$ cat src/rtl/lin_tx_pkg.sv
package lin_tx_pkg;
    localparam int DATA_W    = 8;
    localparam int BRK_ZEROS = 12;
    localparam int NORM_LEN  = DATA_W + 2;
    localparam int BRK_LEN   = BRK_ZEROS + 2;
    localparam int FRAME_MAX = (BRK_LEN > NORM_LEN) ? BRK_LEN : NORM_LEN;
    localparam int CNT_W     = $clog2(FRAME_MAX + 1);

    typedef logic [DATA_W-1:0]    byte_t;
    typedef logic [FRAME_MAX-1:0] frame_t;
    typedef logic [CNT_W-1:0]     bitcnt_t;

    // Frame in flight: bits go out from bit 0, left counts bits still owed.
    typedef struct packed {
        frame_t  bits;
        bitcnt_t left;
        logic    is_brk;
    } shift_t;

    function automatic frame_t build_frame(byte_t d, logic brk);
        frame_t f;
        if (brk) f = frame_t'({1'b1, {BRK_ZEROS{1'b0}}, 1'b0});
        else     f = frame_t'({1'b1, d, 1'b0});
        return f;
    endfunction

    function automatic bitcnt_t frame_len(logic brk);
        return brk ? bitcnt_t'(BRK_LEN) : bitcnt_t'(NORM_LEN);
    endfunction
endpackage

$ cat src/rtl/lin_tx_baud.sv
module lin_tx_baud #(
    parameter int DIV          = 16,
    parameter bit USE_EXT_TICK = 1'b0
) (
    input  logic clk,
    input  logic rst,
    input  logic en,
    input  logic ext_tick,
    output logic tick
);
    localparam int CW = $clog2(DIV > 1 ? DIV : 2);

    generate
        if (USE_EXT_TICK) begin : g_ext
            logic unused_sig;
            assign unused_sig = clk ^ rst;
            assign tick = en & ext_tick;
        end else begin : g_div
            logic [CW-1:0] cnt;
            logic          unused_sig;
            assign unused_sig = ext_tick;
            assign tick = en && (cnt == CW'(DIV - 1));
            always_ff @(posedge clk) begin
                if (rst || !en) cnt <= '0;
                else if (tick)  cnt <= '0;
                else            cnt <= cnt + 1'b1;
            end
        end
    endgenerate
endmodule

$ cat src/rtl/lin_tx_hold.sv
module lin_tx_hold
    import lin_tx_pkg::*;
(
    input  logic  clk,
    input  logic  rst,
    input  logic  wr_valid,
    input  byte_t wr_data,
    input  logic  pop,
    output logic  full,
    output byte_t data
);
    always_ff @(posedge clk) begin
        if (rst) begin
            full <= 1'b0;
            data <= '0;
        end else begin
            if (pop) full <= 1'b0;
            if (wr_valid && !full) begin
                full <= 1'b1;
                data <= wr_data;
            end
        end
    end
endmodule

$ cat src/rtl/lin_tx_shift.sv
module lin_tx_shift
    import lin_tx_pkg::*;
(
    input  logic  clk,
    input  logic  rst,
    input  logic  en,
    input  logic  tick,
    input  logic  hold_full,
    input  byte_t hold_data,
    input  logic  brk_req,
    output logic  pop,
    output logic  brk_done,
    output logic  active,
    output logic  txd
);
    shift_t cur;
    logic   last_bit;
    logic   brk_now;

    assign active   = (cur.left != '0);
    assign last_bit = (cur.left == bitcnt_t'(1));
    assign brk_done = tick && active && last_bit && cur.is_brk;
    assign pop      = en && tick && hold_full && (!active || last_bit);
    // A request being retired on this very tick must not apply to the next byte.
    assign brk_now  = brk_req && !brk_done;
    assign txd      = active ? cur.bits[0] : 1'b1;

    always_ff @(posedge clk) begin
        if (rst || !en) begin
            cur <= '0;
        end else if (pop) begin
            cur.bits   <= build_frame(hold_data, brk_now);
            cur.left   <= frame_len(brk_now);
            cur.is_brk <= brk_now;
        end else if (tick && active) begin
            cur.bits   <= cur.bits >> 1;
            cur.left   <= cur.left - 1'b1;
            cur.is_brk <= last_bit ? 1'b0 : cur.is_brk;
        end
    end
endmodule

$ cat src/rtl/lin_uart_tx.sv
module lin_uart_tx
    import lin_tx_pkg::*;
#(
    parameter int DIV          = 16,
    parameter bit USE_EXT_TICK = 1'b0
) (
    input  logic       clk,
    input  logic       rst,
    input  logic       tx_en,
    input  logic       ext_tick,
    input  logic       brk_set,
    input  logic       wr_valid,
    input  logic [7:0] wr_data,
    output logic       brk_pending,
    output logic       buf_empty,
    output logic       shift_idle,
    output logic       txd
);
    logic  tick;
    logic  hold_full;
    byte_t hold_data;
    logic  pop;
    logic  brk_done;
    logic  active;

    lin_tx_baud #(.DIV(DIV), .USE_EXT_TICK(USE_EXT_TICK)) u_baud (
        .clk(clk), .rst(rst), .en(tx_en), .ext_tick(ext_tick), .tick(tick)
    );

    lin_tx_hold u_hold (
        .clk(clk), .rst(rst), .wr_valid(wr_valid), .wr_data(wr_data),
        .pop(pop), .full(hold_full), .data(hold_data)
    );

    lin_tx_shift u_shift (
        .clk(clk), .rst(rst), .en(tx_en), .tick(tick),
        .hold_full(hold_full), .hold_data(hold_data), .brk_req(brk_pending),
        .pop(pop), .brk_done(brk_done), .active(active), .txd(txd)
    );

    always_ff @(posedge clk) begin
        if (rst)           brk_pending <= 1'b0;
        else if (brk_set)  brk_pending <= 1'b1;
        else if (brk_done) brk_pending <= 1'b0;
    end

    assign buf_empty  = !hold_full;
    assign shift_idle = !active;
endmodule

$ cat config.mk
export PLATFORM = sky130hd
export DESIGN_NAME = lin_uart_tx
export DESIGN_NICKNAME = d
export VERILOG_FILES = /design/src/rtl/lin_tx_pkg.sv /design/src/rtl/lin_tx_baud.sv /design/src/rtl/lin_tx_hold.sv /design/src/rtl/lin_tx_shift.sv /design/src/rtl/lin_uart_tx.sv
export SDC_FILE = /design/constraint.sdc
export NUM_CORES = 1
export LEC_CHECK = 0
export BUFFER_PORTS_ARGS = -buffer_cell sky130_fd_sc_hd__buf_2
export CAP_MARGIN = 20
export CORE_UTILIZATION = 35
export CTS_CLUSTER_SIZE = 8
export DETAILED_ROUTE_END_ITERATION = 7
export PLACE_DENSITY = 0.62
export REMOVE_ABC_BUFFERS = 1
export SLEW_MARGIN = 30
export SYNTH_ARGS = -nofsm -noshare
export SYNTH_HDL_FRONTEND = slang
export SYNTH_SLANG_ARGS = --single-unit
export TNS_END_PERCENT = 100
$ cat constraint.sdc
create_clock -name clk -period 1.9 [get_ports clk]
set_input_delay 0.095 -clock clk [delete_from_list [all_inputs] [get_ports clk]]
set_output_delay 0.095 -clock clk [all_outputs]
set_load 0.02 [all_outputs]
# Yosys cells after proc, flatten, opt, wreduce, memory -nomap -nowiden
# Index checks and enable logic that the tools add are counted.
[totals]
register_bits = 33
input_bits = 14
out_inout_bits = 4
word_cells = 43
[classes]
addsub = 2
n_eq_ne = 2
n_mux = 10
n_reduce_logical = 22
[op_table]
columns = ["operator", "count"]
rows = [
  ["19-bit 2-to-1 mux", 2],
  ["14-bit 2-to-1 mux", 1],
  ["1-bit logical AND", 9],
  ["2-bit nonzero test", 4],
  ["1-bit 2-to-1 mux", 6],
  ["4-bit by 1-bit adder with 4-bit output (second input constant)", 1],
  ["4-bit by 1-bit equality test with 1-bit output (second input constant)", 1],
  ["4-bit equality test (second input constant)", 1],
  ["1-bit logical NOT", 4],
  ["4-bit nonzero test", 1],
  ["4-bit by 1-bit subtractor with 4-bit output (second input constant)", 1],
  ["3-bit 2-to-1 mux", 1],
  ["1-bit logical OR", 2],
  ["2-bit AND reduction", 1],
  ["2-bit OR reduction", 1],
]

# Longest topological paths before layout
[logic_depth]
word_depth = 9
ltp_mapped = 9

# By module
# A second synthesis with hierarchy kept.
[hier_totals]
hier_cells = 177
hier_area_um2 = 1639.1
[modules_own_cells]
columns = ["mod", "instances", "cells_per_inst", "area_per_inst_um2", "seq_area_each_um2"]
rows = [
  ["lin_tx_shift", 1, 116, 1012.2, 380.4],
  ["lin_tx_hold", 1, 38, 422.9, 180.2],
  ["lin_tx_baud", 1, 17, 157.7, 80.1],
  ["lin_uart_tx", 1, 6, 46.3, 20.0],
]

# Least setup slack after synthesis
# OpenSTA, ideal clock, no wires.
[synth_timing]
path_type = "register -> register"
start = "register u_shift.cur[1] (netlist bit)"
end = "register u_shift.cur[6] (netlist bit)"
t_arrival_ps = 1585
t_required_ps = 1767
setup_slack_ps = 182
stages_incl_launch_ff = 10
synth_period_minus_slack_ps = 1718
cell_sequence = "dfxtp_1 inv_1 ha_1 or3b_1 buf_2 inv_2 a21oi_1 buf_2 o32ai_1 nor3_1"
[synth_via]
word_cells_on_any_way = 13
[synth_rtl]
columns = ["element", "line_no", "text"]
rows = [
  ["from (decl)", "lin_tx_shift.sv:16", "shift_t cur;"],
  ["4-bit nonzero test (*)", "lin_tx_shift.sv:20", "assign active = (cur.left != '0);"],
  ["1-bit logical NOT (*)", "-", ""],
  ["named net shift_idle", "lin_uart_tx.sv:16", "output logic shift_idle,"],
  ["1-bit logical OR (*)", "lin_tx_shift.sv:23", "assign pop = en && tick && hold_full && (!active || last_bit);"],
  ["1-bit logical AND (*)", "lin_tx_shift.sv:23", ""],
  ["19-bit 2-to-1 mux or 2-bit nonzero test (tied branches)", "-", ""],
]
# The timed path passes the listed nets; every way through them passes the cells marked *.
# A chain may end at the register's enable or synchronous reset.

# Final worst setup path
[layout_timing]
start = "register u_hold.full"
end = "register u_shift.cur[8] (netlist bit)"
[layout_via]
elab_chain_len = 3
word_cells_on_any_way = 4
[layout_rtl]
columns = ["element", "line_no", "text"]
rows = [
  ["from (decl)", "lin_tx_hold.sv:9", "output logic full,"],
  ["from (signal assigned)", "lin_tx_hold.sv:14", "full <= 1'b0;"],
  ["from (signal assigned)", "lin_tx_hold.sv:17", "if (pop) full <= 1'b0;"],
  ["from (signal assigned)", "lin_tx_hold.sv:19", "full <= 1'b1;"],
  ["1-bit logical AND (*) (2 in series)", "lin_tx_shift.sv:23", ""],
  ["19-bit 2-to-1 mux or 2-bit nonzero test (tied branches)", "-", ""],
]
# Mark *: on every way between the ends. The rest lies on a longest branch, timed or not.

==> summary.txt <==
Critical path
  – Critical setup path kind: register to register
  – Reg-to-Reg Start: u_hold.full$_SDFFE_PP0P_
  – Critical path launch point: u_hold.full$_SDFFE_PP0P_
  – Crit path cell chain: or3b_4 > or2_4 > o31ai_4 > nor3_1
  – Worst path arrival time: 1.91 ns
  – CP endpoint: u_shift.cur[8]$_SDFFE_PP0P_
  – Max stage delay on crit path: 0.42 ns
  – Register-to-register setup slack: 0.14 ns
  – WP data required: 2.05 ns
  – Crit path max-delay cell type: or3b_4
  – Crit end category: register
  – Startpoint types: register
  – Peak fanout along the critical path: 12
  – Reg2reg path depth: 4
  – R2R Path End: u_shift.cur[8]$_SDFFE_PP0P_

Placement
  – IO Port Bufs: 16
  – Post-DP HPWL: 2.21 mm
  – Final Wtd Congestion: 0.908
  – Placed cell count: 218

Finish
  – Ant diodes: 0
  – Layout cells sized above 1: 23.0%
  – Final net count: 195
  – Layout area overhead: 19.3%
  – Filler instances: 390
  – Fin cells: 226

Floorplan
  – Die Wd: 65.2 um
  – Die area: 4250 um^2
  – Row Count: 22
  – I/O pin cnt: 18
  – Vert. Die Dim: 65.2 um
  – Initial Utilization: 37.4%
  – Core ar.: 3740 um^2

Yosys
  – Mapped Cells: 154
  – Most area-consuming cells after synthesis: dfxtp_1 (47%), nor2_1 (6.7%), mux2i_1 (5.7%)
  – Synth top area share: 47.2%
  – Area leader, netlist: dfxtp_1
  – Post-synthesis async set-or-reset flop share: 0%
  – Warnings from Yosys: 0
  – Synth top cells by count: dfxtp_1 (33), nor2_1 (25), nor3_1 (12)
  – #FFs+latches synth: 33
  – Cell area after synthesis: 1400 um^2
  – Register area share after synthesis: 47.2%
  – Most common cell in the netlist: dfxtp_1
  – Yosys cell types: 34
  – Number of synthesized flops with an enable pin: 0
  – Most used DFF post-synth: dfxtp_1
  – Mean Syn Cell Area: 9.08 um^2

STA
  – Hold WS: 0.0266 ns
  – Fin crit period: 1.76 ns
  – Period utilisation layout: 92.6%
  – Endpoints failing hold: 0
  – Rel. slew slack: 68.7%
  – Final setup fails: 0
  – Fmax: 0.568 GHz
  – Worst Skew: 0.00563 ns
  – Least-Margin Pin Slew: 0.469 ns
  – Max-slew violations: 0

GRT
  – Vias in the first global route: 1,205
  – Initial antenna violation count: 0
  – First-pass GRT wire length: 5.42 mm
  – Largest net degree at the start of global routing: 18
  – Total gr overflow: 0
  – Global Route Usage Sum: 17.1%

Power
  – LEAKAGE: 0.656 nW
  – VDD IR max: 0.250 mV
  – Total power: 1.34 mW
  – Power per cell area: 800 nW/um^2

Clock tree
  – Clock Latency Late Sink: 0.28 ns
  – Reg clk slew, reported paths: 0.07 ns
  – TritonCTS Sinks: 33
  – H-tree levels: 2
  – Root buf cell: clkbuf_8
  – CTS tree: done
  – Total CTS buffers: 5
  – Clk buf depth: 2

Worst hold path
  – Min-delay src: brk_set
  – Worst hold path type: primary input to register

Routing
  – DR WL/cell: 13.6 um
  – DRC: 0
  – Remaining antenna violation count: 0
  – Initial drt markers: 53
  – DR pass1 iterations: 4
  – Via count: 1,199
  – Aggregate routed wire length: 3.08 mm
  – Vias/cell: 5.31

Run
  – Max-cap viol count: 0

Run status
  – Status: completed
layer usage:
layer	track usage, %	wire length [um]	share of wire, %	vias up
met5	0	0	0	-
met4	10.1	44	1.4	0
met3	5.38	151	4.9	5
met2	25.9	1450	47	36
met1	21.0	1430	46	570
li1	-	-	-	588
final cells by class:
cell class	instances	area (um^2)	area share, %
Clock buffer	6	82.6	4.95
Clock inverter	1	7.51	0.450
Inverter	4	15.0	0.900
Multi-Input combinational cell	110	703	42.1
Sequential cell	33	661	39.6
Tap cell	48	60.1	3.60
Timing Repair Buffer	24	140	8.40
sequential cells by signal, indices dropped and copies added, names as in the netlist:
| register | count |
|---|---|
| u_hold.data | 8 |
| u_shift.cur | 19 |
| u_hold.full | 1 |
| brk_pending | 1 |
| u_baud.g_div.cnt | 4 |
layout by cell type (no fill, tap or decap), types with 3 or more instances in the layout:
master    count
mux2i_1       8
inv_1         3
or3_1         3
nor2_1       24
nand2b_1      3
nor3_1       12
ha_1          3
a21oi_1       9
nand2_1      11
buf_2        16
dfxtp_1      33
buf_4         8
clkbuf_8      6
o32ai_1       8
power breakdown:
group	leakage [nW]	internal [mW]	switching [mW]
Combinational	0.345	0.0358	0.0481
Clock	0.0433	0.286	0.249
Sequential	0.268	0.707	0.0104
Total	0.656	1.03	0.307
kinds of logic (layout without fill, tap and decap cells):
kind of cell / Yosys count / after routing / synth area share (%)
mux: 9 / 9 / 6.53
simple gates: 66 / 66 / 23.6
flops: 33 / 33 / 47.2
buf+inv: 11 / 35 / 3.22
xor+xnor: 4 / 4 / 2.50
fa+ha+maj: 3 / 3 / 2.68
compound gates: 28 / 28 / 14.2
metrics by stage:
stage	setup WS (ns)	util (%)	area (um^2)	TNS, ns
floorplan	0.0441	-	1370	0
global placement	0.0194	41.7	1560	0
finish	0.140	44.6	1670	0
global route	-0.0124	44.6	1670	-0.0428
detailed placement	-0.0592	41.7	1560	-0.213
CTS	0.0536	44.2	1660	0
repair_timing:
item | 4_1_cts | 5_1_grt
hold buffers | 0 | 0
setup endpoints to repair | 9 | 10
resized for setup | 1 | 2
buffers inserted | 0 | 1
worst min-delay path by stage:
stage                     cells past startpoint                     endpoint  slack, ns
final                                         3     brk_pending$_SDFFE_PP0P_       0.03
after floorplan                               1     brk_pending$_SDFFE_PP0P_       0.17
after detailed placement                      3     brk_pending$_SDFFE_PP0P_       0.32
after CTS                                     3     brk_pending$_SDFFE_PP0P_       0.02
after global placement                        3     brk_pending$_SDFFE_PP0P_       0.30
after global routing                          3  u_hold.data[6]$_SDFFE_PP0P_       0.05
worst max-delay path: cells and delay by family (launching register included):
family | cells | cell delay (ns)
compound gates | 1 | 0.41
simple gates | 3 | 0.85
flops | 1 | 0.37
Note: power is estimated with default switching activity, not from simulation.
